<file path="src/rtl/pga_pkg.sv">
package pga_pkg;
  localparam int GAIN_W     = 4;
  localparam int CMD_W      = 2 * GAIN_W;
  localparam int GAIN_LEGAL = 7;

  typedef enum logic [1:0] {
    ST_IDLE = 2'd0,
    ST_XFER = 2'd1,
    ST_TAIL = 2'd2
  } pga_state_t;

  // Codes above the legal range are reserved and map to zero gain.
  function automatic logic [GAIN_W-1:0] gain_clean(input logic [GAIN_W-1:0] code);
    gain_clean = (int'(code) > GAIN_LEGAL) ? '0 : code;
  endfunction
endpackage

</file>
<file path="src/rtl/pga_rst_sync.sv">
module pga_rst_sync #(
  parameter int STAGES = 2
) (
  input  logic clk,
  input  logic rst_n_i,
  output logic rst_n_o
);
  logic [STAGES-1:0] sync_q;

  always_ff @(posedge clk or negedge rst_n_i) begin
    if (!rst_n_i) sync_q <= '0;
    else          sync_q <= {sync_q[STAGES-2:0], 1'b1};
  end

  assign rst_n_o = sync_q[STAGES-1];
endmodule

</file>
<file path="src/rtl/pga_tick_gen.sv">
module pga_tick_gen #(
  parameter int DIV_W = 8
) (
  input  logic             clk,
  input  logic             rst_n,
  input  logic             load_i,
  input  logic [DIV_W-1:0] div_i,
  input  logic             run_i,
  output logic             tick_o
);
  logic [DIV_W-1:0] div_q, div_d;
  logic [DIV_W-1:0] cnt_q, cnt_d;

  assign tick_o = run_i && (cnt_q == div_q);

  always_comb begin
    div_d = div_q;
    cnt_d = cnt_q;
    if (load_i) begin
      div_d = div_i;
      cnt_d = '0;
    end else if (!run_i || tick_o) begin
      cnt_d = '0;
    end else begin
      cnt_d = cnt_q + 1'b1;
    end
  end

  always_ff @(posedge clk or negedge rst_n) begin
    if (!rst_n) begin
      div_q <= '0;
      cnt_q <= '0;
    end else begin
      div_q <= div_d;
      cnt_q <= cnt_d;
    end
  end


  cnt_range_chk: assert property (@(posedge clk) disable iff (!rst_n)
    cnt_q <= div_q);
endmodule

</file>
<file path="src/rtl/pga_shift_eng.sv">
module pga_shift_eng
  import pga_pkg::*;
#(
  parameter int W = 8
) (
  input  logic         clk,
  input  logic         rst_n,
  input  logic         start_i,
  input  logic [W-1:0] word_i,
  input  logic         tick_i,
  input  logic         miso_i,
  output logic         load_o,
  output logic         busy_o,
  output logic         done_o,
  output logic         sck_o,
  output logic         mosi_o,
  output logic         cs_n_o,
  output logic [W-1:0] echo_o
);
  localparam int BIT_W = $clog2(W);
  localparam logic [BIT_W-1:0] LAST_BIT = BIT_W'(W - 1);

  pga_state_t state_q, state_d;
  logic [W-1:0]     tx_q, tx_d;
  logic [W-1:0]     rx_q, rx_d;
  logic [W-1:0]     echo_q, echo_d;
  logic [BIT_W-1:0] bit_q, bit_d;
  logic sck_q, sck_d, cs_n_q, cs_n_d, mosi_q, mosi_d, done_q, done_d;

  assign load_o = start_i && (state_q == ST_IDLE);
  assign busy_o = (state_q != ST_IDLE);

  always_comb begin
    state_d = state_q;
    tx_d    = tx_q;
    rx_d    = rx_q;
    echo_d  = echo_q;
    bit_d   = bit_q;
    sck_d   = sck_q;
    cs_n_d  = cs_n_q;
    mosi_d  = mosi_q;
    done_d  = 1'b0;
    unique case (state_q)
      ST_IDLE: begin
        if (start_i) begin
          tx_d    = word_i;
          mosi_d  = word_i[W-1];
          cs_n_d  = 1'b0;
          sck_d   = 1'b0;
          bit_d   = '0;
          state_d = ST_XFER;
        end
      end
      ST_XFER: begin
        if (tick_i) begin
          sck_d = ~sck_q;
          if (!sck_q) begin
            rx_d = {rx_q[W-2:0], miso_i};
          end else if (bit_q == LAST_BIT) begin
            state_d = ST_TAIL;
          end else begin
            bit_d  = bit_q + 1'b1;
            tx_d   = {tx_q[W-2:0], 1'b0};
            mosi_d = tx_q[W-2];
          end
        end
      end
      ST_TAIL: begin
        if (tick_i) begin
          cs_n_d  = 1'b1;
          done_d  = 1'b1;
          echo_d  = rx_q;
          state_d = ST_IDLE;
        end
      end
      default: state_d = ST_IDLE;
    endcase
  end

  always_ff @(posedge clk or negedge rst_n) begin
    if (!rst_n) begin
      state_q <= ST_IDLE;
      tx_q    <= '0;
      rx_q    <= '0;
      echo_q  <= '0;
      bit_q   <= '0;
      sck_q   <= 1'b0;
      cs_n_q  <= 1'b1;
      mosi_q  <= 1'b0;
      done_q  <= 1'b0;
    end else begin
      state_q <= state_d;
      tx_q    <= tx_d;
      rx_q    <= rx_d;
      echo_q  <= echo_d;
      bit_q   <= bit_d;
      sck_q   <= sck_d;
      cs_n_q  <= cs_n_d;
      mosi_q  <= mosi_d;
      done_q  <= done_d;
    end
  end

  assign sck_o  = sck_q;
  assign cs_n_o = cs_n_q;
  assign mosi_o = mosi_q;
  assign done_o = done_q;
  assign echo_o = echo_q;


  cs_busy_chk: assert property (@(posedge clk) disable iff (!rst_n)
    !cs_n_q |-> busy_o);

  sck_idle_chk: assert property (@(posedge clk) disable iff (!rst_n)
    cs_n_q |-> !sck_q);

  mosi_hold_chk: assert property (@(posedge clk) disable iff (!rst_n)
    (sck_q && $past(sck_q)) |-> $stable(mosi_q));

  done_width_chk: assert property (@(posedge clk) disable iff (!rst_n)
    done_q |=> !done_q);

  done_after_busy_chk: assert property (@(posedge clk) disable iff (!rst_n)
    done_q |-> (!busy_o && $past(busy_o)));
endmodule

</file>
<file path="src/rtl/pga_gain_loader.sv">
module pga_gain_loader
  import pga_pkg::*;
#(
  parameter int DIV_W = 8
) (
  input  logic             clk,
  input  logic             rst_n,
  input  logic             start_i,
  input  logic [3:0]       gain_a_i,
  input  logic [3:0]       gain_b_i,
  input  logic [DIV_W-1:0] clk_div_i,
  input  logic             miso_i,
  output logic             busy_o,
  output logic             done_o,
  output logic [7:0]       echo_o,
  output logic             sck_o,
  output logic             mosi_o,
  output logic             amp_cs_n_o,
  output logic             amp_shdn_o,
  output logic             flash_sel_o,
  output logic             dac_sel_o,
  output logic             pflash_ce_o,
  output logic             pflash_init_o
);
  logic rst_n_s;
  logic load, tick, busy;
  logic [CMD_W-1:0] word;

  pga_rst_sync #(.STAGES(2)) u_rst (
    .clk     (clk),
    .rst_n_i (rst_n),
    .rst_n_o (rst_n_s)
  );

  // Channel B occupies the upper nibble and therefore goes out first.
  assign word = {gain_clean(gain_b_i), gain_clean(gain_a_i)};

  pga_tick_gen #(.DIV_W(DIV_W)) u_tick (
    .clk    (clk),
    .rst_n  (rst_n_s),
    .load_i (load),
    .div_i  (clk_div_i),
    .run_i  (busy),
    .tick_o (tick)
  );

  pga_shift_eng #(.W(CMD_W)) u_shift (
    .clk     (clk),
    .rst_n   (rst_n_s),
    .start_i (start_i),
    .word_i  (word),
    .tick_i  (tick),
    .miso_i  (miso_i),
    .load_o  (load),
    .busy_o  (busy),
    .done_o  (done_o),
    .sck_o   (sck_o),
    .mosi_o  (mosi_o),
    .cs_n_o  (amp_cs_n_o),
    .echo_o  (echo_o)
  );

  assign busy_o        = busy;
  assign amp_shdn_o    = 1'b0;
  assign flash_sel_o   = busy;
  assign dac_sel_o     = busy;
  assign pflash_ce_o   = busy;
  assign pflash_init_o = busy;


  bus_quiet_chk: assert property (@(posedge clk) disable iff (!rst_n_s)
    !amp_cs_n_o |-> (flash_sel_o && dac_sel_o && pflash_ce_o && pflash_init_o));

  first_bit_clean_chk: assert property (@(posedge clk) disable iff (!rst_n_s)
    $fell(amp_cs_n_o) |-> !mosi_o);
endmodule

</file>
<file path="config.mk">
export PLATFORM = sky130hd
export DESIGN_NAME = pga_gain_loader
export DESIGN_NICKNAME = d
export VERILOG_FILES = /design/src/rtl/pga_pkg.sv /design/src/rtl/pga_rst_sync.sv /design/src/rtl/pga_tick_gen.sv /design/src/rtl/pga_shift_eng.sv /design/src/rtl/pga_gain_loader.sv
export SDC_FILE = /design/constraint.sdc
export NUM_CORES = 1
export LEC_CHECK = 0
export CAP_MARGIN = 10
export CORE_AREA = 10 10 63 85
export CTS_BUF_LIST = sky130_fd_sc_hd__clkbuf_8
export CTS_CLUSTER_DIAMETER = 30
export CTS_CLUSTER_SIZE = 20
export DETAILED_ROUTE_END_ITERATION = 16
export DIE_AREA = 0 0 73 95
export DONT_BUFFER_PORTS = 1
export PLACE_DENSITY = 0.86
export SLEW_MARGIN = 5
export SYNTH_ARGS = -nofsm -noshare
export SYNTH_HDL_FRONTEND = slang
export SYNTH_SLANG_ARGS = --single-unit
</file>
<file path="constraint.sdc">
create_clock -name clk -period 2.13 [get_ports clk]
set_input_delay 0.426 -clock clk [delete_from_list [all_inputs] [get_ports clk]]
set_output_delay 0.426 -clock clk [all_outputs]
set_load 0.02 [all_outputs]
</file>
* Word level (Yosys, flattened, before mapping) *
Cells that the tools add are included.

word-level totals
  memory bits (writable) = 0
  input bits = 20
  bits in latches = 0
  memories kept = 0
  bits in registers = 50
  bits in read-only memories = 0
  logic and storage cells = 73

cells by class
  $mul = 0
  shifts and indexed selects = 0
  add/subtract/negate cells = 2
  bitwise logic cells = 1
  reduce and logical (&&, ||, !) cells = 14
  $lt $le $gt $ge = 2
  mux-type cells = 32
  divide/modulo/power cells = 0
  equality and inequality tests = 10

operators with widths
  kind                                                                              count
  7-bit 2-to-1 mux                                                                  4
  8-bit 2-to-1 mux                                                                  2
  7-bit case mux with 2 select lines                                                1
  3-bit 2-to-1 mux                                                                  4
  2-bit 2-to-1 mux                                                                  5
  5-bit AND reduction                                                               2
  1-bit 2-to-1 mux                                                                  9
  3-bit AND reduction                                                               3
  8-bit by 1-bit adder with 8-bit output (second input constant)                    1
  8-bit == test                                                                     1
  4-bit by 3-bit greater-than comparator with 1-bit output (second input constant)  2
  4-bit 2-to-1 mux                                                                  2
  2-bit inequality test (second input constant)                                     4
  1-bit case mux with 2 select lines                                                3
  2-bit case mux with 3 select lines                                                1
  3-bit case mux with 2 select lines                                                1
  2-bit nonzero test                                                                3
  2-bit by 1-bit inequality test with 1-bit output (second input constant)          2
  3-bit by 1-bit adder with 3-bit output (second input constant)                    1
  3-bit == test (second input constant)                                             1
  2-bit by 1-bit == test with 1-bit output (second input constant)                  1
  2-bit == test (second input constant)                                             1
  1-bit logical AND                                                                 2
  2-bit logical NOT                                                                 1
  4 further kinds                                                                   4

* Depth between registers and ports, before layout *
  depth after elaboration = 5
  depth in mapped cells = 8
  mapped depth without buffers = 7

* Hierarchy *
A second synthesis with hierarchy kept.

unflattened totals
  cell total of the unflattened synthesis = 180
  area total of the unflattened synthesis = 2383.5 um^2

by module, submodules not included
  module           cells an instance  seq. area each (um^2)  times used  area each (um^2)
  pga_shift_eng    100                802.0                  1           1442.6
  pga_tick_gen     65                 400.4                  1           808.3
  pga_gain_loader  12                 0.0                    1           78.8
  pga_rst_sync     3                  50.0                   1           53.8

* Worst setup path before layout *
No wires, ideal clock.

  path kind = reg2reg
  from = register u_tick.cnt_q[0]
  to = register u_shift.echo_q[0], in the netlist u_shift.echo_o[0]
  period minus slack after synthesis = 1699 ps
  stages on the path, launching flop included = 5
  arrival time = 1574 ps
  path slack = 431 ps
  setup time = 125 ps
  buffers on the path = 0
  required time = 2005 ps
  cell sequence = dfrtp_1 > xnor2_1 > nand4_1 > nor3_4 > mux2_2

between the ends
  word-level cells in the longest chain between the ends = 3

RTL lines
  item                                  RTL line             text
  from (decl)                           pga_tick_gen.sv:12   logic [DIV_W-1:0] cnt_q, cnt_d;
  from (signal assigned)                pga_tick_gen.sv:35   cnt_q <= cnt_d;
  8-bit == test                         pga_tick_gen.sv:14   assign tick_o = run_i && (cnt_q == div_q);
  1-bit logical AND                     pga_tick_gen.sv:14
  2-bit AND reduction (no source line)  n/a
  to (signal assigned)                  pga_shift_eng.sv:95  echo_q <= echo_d;
  to (decl)                             pga_shift_eng.sv:26  logic [W-1:0] echo_q, echo_d;

Every way passes these cells.
A chain may end at the register's enable or synchronous reset.

* Worst setup path after layout *
  from = register u_tick.cnt_q[0]
  to = register u_shift.echo_q[6], in the netlist u_shift.echo_o[6]

Same word-level chain as after synthesis.

==> summary.txt <==
Post-Route WL: 3.83 mm
Fin crit share: 88.7%
Final GP Congestion: 0.801
Aggregate global routing overflow: 0
Clk_skew: 0.00523 ns
Synth Area per Inst: 12.5 sq um
Synth async-reset ratio: 100%
Slew Limit Fails: 0
Yosys top cell by area: dfrtp_1
DP Area: 2250 sq um
Post-Synth Simple-Gate Area: 11.3%
First-pass GRT wire length: 6.24 mm
Synth cell count leaders: 49 x dfrtp_1, 24 x mux2_2, 10 x inv_1, 10 x nor2_1
CTS buffer count: 5
CTS tree: yes
Estimated wirelength of the detail-placed design: 2.95 mm
Max-slew headroom: 47.0%
Hold Path Class: in -> reg
Compound-Gate Fraction of Synth Area: 4.46%
Placed Cells: 217
Pleak: 1.11 nW
Worst-path maximum fanout: 10
Mux contribution to synthesized area: 16.2%
Initial antenna violation count: 0
Vias: 1257
Post-route insts no fill: 226
GRT Total Usage: 11.7%
DIE AREA: 6940 sq um
Share of cells above drive strength 1: 23.5%
Pwr dens: 1020 nW/um^2
Post-route ant nets: 0
Worst setup SP type: flip-flop
Cell variety after synth: 34
Fin crit period: 1.89 ns
Pwr Total: 0.00239 W
Largest family of logic cells by synthesized area: multiplexers
Synthesis-stage register bit count: 50
Status: completed
Ys flop type: dfrtp_1
Post-synth net total: 201
Post-synthesis xor/xnor area fraction: 5.53%
CP arrival: 2.08 ns
Internal power: 0.00166 W
Maximum vdd drop: 0.803 mV
Starting utilization of the core area: 57.6%
Max Clk Rate: 0.529 GHz
Vias in the first global route: 1360
Layout Nets: 205
Cell Rows: 27
Worst-path clk slew: 0.08 ns
Comb power frac: 21.4%
Io pins: 38
Final hold vios: 0
Sequential cell area fraction in the yosys report: 56.5%
Unrepaired setup endpoints after global routing: false
Top-count cell post-synth: dfrtp_1
Clock Latency Late Sink: 0.30 ns
Fillcell total: 311
Hold Path Cell Cnt: 1
Drt drc: 0
Worst hold slack: 0.268 ns
Root Driver: clkbuf_8
Antenna cells: 0
Final instance area: 2350 sq um
Sw frac: 30.5%
Synth Area in Adders: 1.69%
Number of synthesized flops with an enable pin: 0
I/O Buffers: 0
Synth warn: 0
Syn Inst Count: 178
Via/cell ratio: 5.56
Critical path data required time: 2.32 ns
Total of max-cap violations: 0
Pre-Repair DR Iteration Count: 4
Resized Gates After CTS: 0
Post-Syn Area: 2220 sq um
Post-CTS setup buffer count: 0
Post-route setup TNS: 0 ns
Area growth syn-to-layout: 6.15%
H-tree levels: 2
Sink Count: 50
Crit end category: flip-flop
Area fraction of the dominant cell type after synthesis: 55.3%
Max Root-Sink Buffers: 2
Core ar.: 3850 sq um
First DRT Iteration DRCs: 57
Setup violators final: 0
DR WL/cell: 16.9 um
Pin slew with the least headroom to its limit: 0.794 ns
Seq pwr share: 55.8%
Synth top area cells: dfrtp_1 55%, mux2_2 12%, mux2i_1 4.1%
Net Sw Power: 0.000730 W
R2r worst-path depth: 4
Die width: 73 um
Clk network pwr share: 22.8%
Worst setup path class: reg -> reg
Die height: 95 um
Largest net degree at the start of global routing: 39
## cell usage in the layout, fill, tap and decap left out, drive strengths merged, types with 2 or more instances in the layout
cell type	n
o21ai	2
xor2	5
clkbuf	6
nand2b	2
nor3b	6
dfrtp	49
mux2i	9
and2	3
buf	4
a21o	2
and3	2
nand3	6
nand4	3
nand2	6
xnor2	9
conb	2
inv	11
nor2	11
a21oi	8
nor3	2
ha	3
mux2	24
## critical path, stage by stage, from the launching register on
cell and delay (ns):
dfrtp_1 0.45, xnor2_1 0.16, nand4_1 0.27, nor3_4 0.50
mux2_2 0.39
## layout make-up
| type | instances | area (sq um) | share of cell area, % |
|---|---|---|---|
| multi-input combinational | 110 | 878 | 37.3 |
| clock inverter | 2 | 8.76 | 0.372 |
| tap | 43 | 53.8 | 2.28 |
| inverter | 10 | 37.5 | 1.59 |
| clock buffer | 6 | 82.6 | 3.51 |
| timing repair buffer | 5 | 40.0 | 1.70 |
| sequential | 50 | 1250 | 53.2 |
## final timing paths
| kind | from | slack (ns) | to |
|---|---|---|---|
| max in group asynchronous | u_rst.sync_q[1] | 1.17 | u_shift.tx_q[0] |
| worst max-delay path | u_tick.cnt_q[0] | 0.24 | u_shift.echo_o[6] |
| worst min register to register | u_rst.sync_q[1] | 0.36 | u_shift.rx_q[0] |
| worst max register to register | u_tick.cnt_q[0] | 0.24 | u_shift.echo_o[6] |
| min in group asynchronous | rst_n | 0.34 | u_rst.sync_q[1] |
| worst min-delay path | miso_i | 0.27 | u_shift.rx_q[0] |
## state kept, by name, summed over array words and instances (netlist names)
register	count
u_shift.rx_q	8
u_tick.cnt_q	8
u_shift.done_o	1
u_shift.sck_o	1
u_shift.echo_o	8
u_tick.div_q	8
u_rst.sync_q	2
u_shift.tx_q	7
u_shift.bit_q	3
u_shift.cs_n_o	1
u_shift.mosi_o	1
u_shift.state_q	2
## metal layers
layer  track usage [%]  routed length [um]
met4              5.24                  70
met3              5.46                 263
met2              19.8                2000
met1              11.9                1500
met5                 0                   0
## power by group through the flow
| stage | Sequential, W | Clock (W) | Combinational, W |
|---|---|---|---|
| floorplan | 0.00130 | 0 | 0.000449 |
| global placement | 0.00134 | 0 | 0.000485 |
| detailed placement | 0.00136 | 0 | 0.000514 |
| CTS | 0.00134 | 0.000556 | 0.000519 |
| global route | 0.00136 | 0.000600 | 0.000581 |
| finish | 0.00134 | 0.000547 | 0.000512 |
## metrics by stage
step,utilization [%],setup slack (ns)
6_report,61.1,0.241
4_1_cts,61.1,0.221
3_3_place_gp,58.5,0.290
3_5_place_dp,58.5,0.227
2_1_floorplan,-,0.431
5_1_grt,61.1,0.0823
## kinds of logic (layout without fill, tap and decap cells)
logic type,Yosys count,in the layout
buf+inv,18,23
xor+xnor,14,14
other cells,2,2
compound gates,16,16
flops,50,50
simple gates,42,42
mux,33,33
fa+ha+maj,3,3
## what timing repair did
action | in CTS | in global routing
setup endpoints to repair | 0 | 0
hold endpoints to repair | 2 | 0
hold buffers | 1 | 0
No activity file was read; power rests on OpenSTA's default activity.
